--- config.mk ---
export PLATFORM = sky130hd
export DESIGN_NAME = pdSerialFault
export DESIGN_NICKNAME = d
export VERILOG_FILES = /design/src/rtl/pd_pkg.sv /design/src/rtl/pdSync.sv /design/src/rtl/pdCtrl.sv /design/src/rtl/pdPath.sv /design/src/rtl/pdSerialFault.sv
export SDC_FILE = /design/constraint.sdc
export NUM_CORES = 1
export LEC_CHECK = 0
export ABC_AREA = 1
export BUFFER_PORTS_ARGS = -buffer_cell sky130_fd_sc_hd__buf_2
export CORE_MARGIN = 1
export CORE_UTILIZATION = 47
export CTS_BUF_LIST = sky130_fd_sc_hd__clkbuf_16
export DETAILED_ROUTE_END_ITERATION = 12
export GPL_TIMING_DRIVEN = 0
export HOLD_SLACK_MARGIN = 0.15
export MAX_ROUTING_LAYER = met4
export PLACE_DENSITY_LB_ADDON = 0.3
export RECOVER_POWER = 25
export SYNTH_ARGS = -nofsm -noshare
export SYNTH_HDL_FRONTEND = slang
export SYNTH_SLANG_ARGS = --single-unit
--- constraint.sdc ---
create_clock -name clk -period 1.3 [get_ports clk]
set_clock_uncertainty 0.15 [all_clocks]
set_input_delay 0.26 -clock clk [delete_from_list [all_inputs] [get_ports clk]]
set_output_delay 0.26 -clock clk [all_outputs]
set_load 0.01 [all_outputs]
--- src/rtl/pd_pkg.sv ---
package pd_pkg;
  // strobes from control to datapath, each one system clock wide
  typedef struct packed {
    logic capture;  // freeze fault vector into shift register
    logic shift;    // take one command bit in at the bottom
    logic emit;     // present next bit on the serial output
    logic latch;    // copy low bits into control register
  } pdStrobe_t;
endpackage

--- src/rtl/pdSync.sv ---
module pdSync #(
  parameter int W = 1,
  parameter int STAGES = 2,
  parameter logic [W-1:0] RST_VAL = '0
) (
  input  logic         clk,
  input  logic         rst_n,
  input  logic [W-1:0] din,
  output logic [W-1:0] dout
);
  for (genvar i = 0; i < W; i++) begin : g_bit
    logic [STAGES-1:0] pipe;
    always_ff @(posedge clk or negedge rst_n) begin
      if (!rst_n) pipe <= {STAGES{RST_VAL[i]}};
      else        pipe <= {pipe[STAGES-2:0], din[i]};
    end
    assign dout[i] = pipe[STAGES-1];
  end
endmodule

--- src/rtl/pdCtrl.sv ---
module pdCtrl
  import pd_pkg::*;
(
  input  logic      clk,
  input  logic      rst_n,
  input  logic      csS,
  input  logic      sclkS,
  output pdStrobe_t strobe,
  output logic      sdoOe
);
  typedef enum logic {IDLE, FRAME} pdState_e;
  pdState_e state;
  logic csQ, sclkQ;
  logic csFall, csRise, sclkRise, sclkFall;

  always_ff @(posedge clk or negedge rst_n) begin
    if (!rst_n) begin
      csQ   <= 1'b1;
      sclkQ <= 1'b0;
    end else begin
      csQ   <= csS;
      sclkQ <= sclkS;
    end
  end

  assign csFall   = csQ & ~csS;
  assign csRise   = ~csQ & csS;
  assign sclkRise = ~sclkQ & sclkS;
  assign sclkFall = sclkQ & ~sclkS;

  always_comb begin
    strobe.capture = csFall;
    strobe.latch   = csRise && state == FRAME;
    strobe.shift   = state == FRAME && !csS && sclkRise;
    strobe.emit    = state == FRAME && !csS && sclkFall;
  end

  always_ff @(posedge clk or negedge rst_n) begin
    if (!rst_n)              state <= IDLE;
    else if (strobe.capture) state <= FRAME;
    else if (strobe.latch)   state <= IDLE;
  end

  assign sdoOe = state == FRAME;
endmodule

--- src/rtl/pdPath.sv ---
module pdPath
  import pd_pkg::*;
#(
  parameter int CH = 6,
  parameter int FW = 8
) (
  input  logic          clk,
  input  logic          rst_n,
  input  pdStrobe_t     strobe,
  input  logic          sdiS,
  input  logic [FW-1:0] faultS,
  input  logic [CH-1:0] parEn,
  output logic          sdoBit,
  output logic [FW-1:0] shiftView,
  output logic [CH-1:0] ctrlReg,
  output logic [CH-1:0] gateEn
);
  logic [FW-1:0] shiftReg;

  always_ff @(posedge clk or negedge rst_n) begin
    if (!rst_n) begin
      shiftReg <= '0;
      sdoBit   <= 1'b0;
    end else if (strobe.capture) begin
      shiftReg <= faultS;
      sdoBit   <= faultS[FW-1];
    end else begin
      if (strobe.shift) shiftReg <= {shiftReg[FW-2:0], sdiS};
      if (strobe.emit)  sdoBit   <= shiftReg[FW-1];
    end
  end

  always_ff @(posedge clk or negedge rst_n) begin
    if (!rst_n)            ctrlReg <= '0;
    else if (strobe.latch) ctrlReg <= shiftReg[CH-1:0];
  end

  // parallel path stays combinational, no clock needed
  assign gateEn    = ctrlReg | parEn;
  assign shiftView = shiftReg;
endmodule

--- src/rtl/pdSerialFault.sv ---
module pdSerialFault
  import pd_pkg::*;
#(
  parameter int CH = 6,
  parameter int FW = 8,
  parameter int SYNC = 2
) (
  input  logic          clk,
  input  logic          rst_n,
  input  logic          sclkIn,
  input  logic          sdiIn,
  input  logic          csIn,
  input  logic [FW-1:0] faultLive,
  input  logic [CH-1:0] parEn,
  output logic          sdoOut,
  output logic          sdoOe,
  output logic [CH-1:0] ctrlReg,
  output logic [CH-1:0] gateEn
);
  logic          csS, sclkS, sdiS;
  logic [FW-1:0] faultS;
  logic [FW-1:0] shiftView;
  pdStrobe_t     strobe;

  pdSync #(.W(3), .STAGES(SYNC), .RST_VAL(3'b100)) syncCtl_i (
    .clk(clk), .rst_n(rst_n),
    .din({csIn, sclkIn, sdiIn}), .dout({csS, sclkS, sdiS})
  );

  pdSync #(.W(FW), .STAGES(SYNC), .RST_VAL('0)) syncFlt_i (
    .clk(clk), .rst_n(rst_n), .din(faultLive), .dout(faultS)
  );

  pdCtrl ctrl_i (
    .clk(clk), .rst_n(rst_n), .csS(csS), .sclkS(sclkS),
    .strobe(strobe), .sdoOe(sdoOe)
  );

  pdPath #(.CH(CH), .FW(FW)) path_i (
    .clk(clk), .rst_n(rst_n), .strobe(strobe), .sdiS(sdiS),
    .faultS(faultS), .parEn(parEn), .sdoBit(sdoOut),
    .shiftView(shiftView), .ctrlReg(ctrlReg), .gateEn(gateEn)
  );
endmodule

# Word level (Yosys, flattened, before mapping)
# Index checks and enable logic that the tools add are counted.
dict set report word_totals {
  reg_bits 40
  output_inout_bits 14
  word_cells 40
}
dict set report op_classes {
  n_bitwise 9
  reduce_logical 8
  n_mux 6
}
# cell n
set op_table {}
lappend op_table {{2-to-1 mux 8 bit} 2}
lappend op_table {{OR 6 bit} 1}
lappend op_table {{nonzero test 2 bit} 3}
lappend op_table {{bitwise AND 1 bit} 4}
lappend op_table {{logical AND 1 bit} 4}
lappend op_table {{2-to-1 mux 1 bit} 4}
lappend op_table {{inverter 1 bit} 4}
lappend op_table {{logical NOT 1 bit} 1}

# Depth between registers and ports, before layout
dict set report logic_depth {
  word_depth 5
  ltp_mapped 7
}

# Cells and area by module
# From an unflattened synthesis, not the netlist that was laid out.
dict set report unflattened {
  hier_cells 128
  hier_area_um2 1462.7
}
# module area_each_um2 cells_each n_inst seq_area_each_um2
set by_module_without_submodules {}
lappend by_module_without_submodules {pdPath 694.4 80 1 375.4}
lappend by_module_without_submodules {{pdSync (syncFlt_i)} 460.4 24 1 400.4}
lappend by_module_without_submodules {{pdSync (syncCtl_i)} 175.2 9 1 152.6}
lappend by_module_without_submodules {pdCtrl 132.6 15 1 76.3}

# Worst setup path before layout
# Ideal clock, no wire load.
dict set report synth_path {
  path_type {register -> register}
  startpoint {register ctrl_i.csQ}
  endpoint {register path_i.sdoBit}
  setup_ns 0.116
  n_path_buf 2
  arrival_ns 1.041
  path_stages_with_launch 8
  path_slack_ns -0.007
  path_cell_list {dfstp_2 > buf_4 > nand2_8 > buf_8 > nand2_1 > nand2_1 > nand2_1 > nand2_1}
}
dict set report synth_between {
  elab_chain_cells 2
}
# element line
set synth_rtl {}
lappend synth_rtl {{start, declared} pdCtrl.sv:13} ;# logic csQ, sclkQ;
lappend synth_rtl {{start signal, assigned} pdCtrl.sv:21} ;# csQ <= csS;
lappend synth_rtl {{bitwise AND 1 bit *} pdCtrl.sv:26} ;# assign csFall = csQ & ~csS;
lappend synth_rtl {{2-to-1 mux 1 bit / nonzero test 2 bit (equally long branches)} -}
lappend synth_rtl {{end signal, assigned} pdPath.sv:26} ;# sdoBit <= faultS[FW-1];
lappend synth_rtl {{end signal, assigned} pdPath.sv:29} ;# if (strobe.emit) sdoBit <= shiftReg[FW-1];
lappend synth_rtl {{end, declared} pdPath.sv:13} ;# output logic sdoBit,
# Every way passes the cells marked *; elsewhere a longest branch is shown, timed or not.
# A chain may end at the register's enable or synchronous reset.

# Final worst setup path
dict set report layout_path {
  startpoint {register path_i.ctrlReg[5]}
  endpoint {output port gateEn[5]}
}
dict set report layout_between {
  elab_chain_cells 1
}
# element line
set layout_rtl {}
lappend layout_rtl {{start, declared} pdPath.sv:15} ;# output logic [CH-1:0] ctrlReg,
lappend layout_rtl {{start signal, assigned} pdPath.sv:35} ;# else if (strobe.latch) ctrlReg <= shiftReg[CH-1:0];
lappend layout_rtl {{OR 6 bit} pdPath.sv:39} ;# assign gateEn = ctrlReg | parEn;
lappend layout_rtl {{end, declared} pdSerialFault.sv:18} ;# output logic [CH-1:0] gateEn
# No other way between the ends.

==> results.md <==
* Setup WS post-layout at -0.133 ns
* Hold_buf cts at 11
* Iter 0 DRT Violations at 38
* Share of post-route cells with drive strength above 1 at 0.445
* Area grow syn2layout at 52.3%
* Initial Util at 0.517
* Leakage at ~1.2 nW
* Fill cells at between 150 and 200
* Reg2reg end: path_i.shiftView[5]$_DFFE_PN0P_
* Fmax at around 700 MHz
* Worst Hold Class: input pin to asynchronous set/reset pin
* Slew headroom at 0.381
* Routed wire per std cell at roughly 13 um
* Vias after detailed routing at between 1000 and 1500
* Max Cap Viol at 0
* Die Height at approximately 58 um
* Critical Path End Type: output pin
* Largest family of logic cells by synthesized area: simple AND/OR/NAND/NOR gates
* Vias in the first global route at ~1100
* Largest net degree at the start of global routing at 41
* Die area at ~3400 um^2
* Total power at between 3 and 4 mW
* Post-Syn Area at 1470 um^2
* Post-synthesis mux area share at 0
* Reg2reg path depth at 7
* Post-synth top area cell: dfrtp_1
* Area fraction in and, or, nand and nor cells after synthesis at 0.279
* H-tree Lvls at 2
* Total Routing Usage GR at 0.208
* Num ports at 33
* Die X at 58 um
* Run status: finished with violations
* Adder-cell share of the synthesized area at 0
* Clock root buffer: clkbuf_16
* Flip-flop and latch count after synthesis at 40
* Final period utilization at 1.10
* Latest clock arrival within the worst-skew pair at 0.28 ns
* Synth Area in Compound Gates at 0.00340
* Initial antenna violation count at 0
* TritonCTS Buffers at 5
* TritonCTS clock tree: done
* Worst setup startpoint: path_i.ctrlReg[5]$_DFFE_PN0P_
* Final hold vios at 37
* Dpl hpwl at 1.48 mm
* Synth top area share at 0.628
* Clk sink count at 40
* Final global-route overflow total at 0
* Final Max Slew Viols at 0
* Unrepaired setup endpoints after global routing: yes
* Reg clk slew, reported paths at approximately 0.050 ns
* Crit-path max FO at 2
* Worst reg2reg path startpoint: syncCtl_i.g_bit[2].pipe[1]$_DFF_PN1_
* Power per cell area at 1610 nW/um^2
* Hold Slack at -0.0411 ns
* Post-route ant nets at 0
* Placed Cells at between 150 and 200
* Slew @ Worst Pin at 0.928 ns
* Worst setup SP type: register
* Via density at 4.90
* Dominant cells by area after synthesis: dfrtp_1, nand2_1, nand3_1
* Synth Instances at 136
* Placer Congestion at roughly 0.82
* Crit Path Class: register to output pin
* Detailed Route WL at about 2.9 mm
* Register area share after synthesis at 0.682
* VDD IR-drop max at ~0.0013 V
* Finished Layout Cells at about 230
* Layout Nets at 218
* Pre-CTS WS at -0.0474 ns
* Register-to-Register Setup Slack at -0.06 ns
* Syn_nets at between 150 and 200
* Clk buf depth at 2
* Std-Cell Rows at 19
* Core Region at 2850 um^2
* Setup TNS at -1.23 ns
* Syn avg cell area at ~11 um^2
* Post-Synth XOR/XNOR Area at 0
* Total iterations of the first detailed-routing run at 8
* Failing checks: DRC, hold timing, setup timing
* PortBufs at 32
* Worst Path Required at roughly 0.89 ns
* First-pass GRT wire length at 4.84 mm
* CP endpoint: gateEn[5]
* Synth unique cells at 17
* Ys Warns at 0
* Residual DRC at 7
* N_diodes at 0
* Setup-failing EPs final at 26
* Final min period at ~1.4 ns
* Worst Path Arrival at approximately 1.0 ns
## flip-flops by register name (all words and copies together), names as in the netlist
signal and count:
syncFlt_i.g_bit.pipe 16, path_i.shiftView 8, path_i.ctrlReg 6, syncCtl_i.g_bit.pipe 6, ctrl_i.csQ 1, ctrl_i.sclkQ 1
ctrl_i.sdoOe 1, path_i.sdoBit 1
## synth_stat cells
cell      count
buf_8         1
a21oi_1       1
nand2_1      56
inv_2         1
or2_2         6
inv_4         1
buf_4         2
dfstp_2       3
nor2_2        1
clkinv_2      1
nor2_1        2
nand2_8       1
dfrtp_1      37
nor2_4        1
inv_1         2
nand3_1      17
nand2_4       3
## logic make-up after synthesis
logic type | count (synthesis)
buf+inv | 8
flops | 40
simple gates | 87
compound gates | 1
## final cells by class
class,instances,area (um^2),share of cell area
well taps,31,38.8,0.0173
flip-flops and latches,40,1010,0.448
inverters,5,31.3,0.0139
clock buffers,5,125,0.0557
clock inverters,3,38.8,0.0173
plain buffers,3,45.0,0.0201
multi-input cells,88,482,0.215
repair buffers,56,478,0.213
## per-layer routing
metal,vias to the layer above,track usage,share of wire
met1,525,0.206,0.37
met3,11,0.0647,0.062
met4,0,0.0986,0.020
li1,548,-,-
met5,-,-,0
met2,49,0.366,0.55
## worst min path at each step
| stage | end | slack (ns) | depth (start not counted) | from |
|---|---|---|---|---|
| 2_1_floorplan | ctrl_i.sclkQ$_DFF_PN0_ | -0.19 | 0 | rst_n |
| 3_5_place_dp | syncCtl_i.g_bit[1].pipe[1]$_DFF_PN0_ | 0.18 | 0 | syncCtl_i.g_bit[1].pipe[0]$_DFF_PN0_ |
| 4_1_cts | syncCtl_i.g_bit[1].pipe[0]$_DFF_PN0_ | -0.04 | 1 | rst_n |
| 3_3_place_gp | syncCtl_i.g_bit[1].pipe[1]$_DFF_PN0_ | 0.18 | 0 | syncCtl_i.g_bit[1].pipe[0]$_DFF_PN0_ |
| 6_report | syncCtl_i.g_bit[1].pipe[1]$_DFF_PN0_ | -0.04 | 1 | rst_n |
| 5_1_grt | syncFlt_i.g_bit[3].pipe[0]$_DFF_PN0_ | 0.04 | 1 | rst_n |
## worst max-delay path, stage by stage, from the launching register on
cell,delay (ns)
dfrtp_1,0.39
or2_4,0.24
buf_6,0.12
## where the power goes
| part | total [mW] | internal [mW] | switching (mW) |
|---|---|---|---|
| logic | 0.755 | 0.440 | 0.315 |
| registers | 1.51 | 1.40 | 0.114 |
| clock network | 1.34 | 0.893 | 0.451 |
| total | 3.61 | 2.73 | 0.881 |
## layout by cell type (no fill, tap or decap), drive strengths merged
cell / count
nand2: 60
bufinv: 1
or2: 6
a21oi: 1
inv: 6
buf: 47
dfstp: 3
clkinv: 1
clkbuf: 6
dlygate4sd3: 11
nor2: 4
nand3: 17
dfrtp: 37
## metrics by stage
step | cell area, um^2 | utilization
6_report | 2240 | 0.787
4_1_cts | 2190 | 0.769
5_1_grt | 2240 | 0.787
3_5_place_dp | 1680 | 0.588
3_3_place_gp | 1680 | 0.588
2_1_floorplan | 1480 | -
## repair_timing
item	4_1_cts	5_1_grt
buffers inserted	11	1
resized for setup	34	13
pin swaps	3	2
gates cloned	1	0
setup endpoints to repair	18	29
endpoints found under the hold margin	48	37
Power figures use the tool's default switching activity.
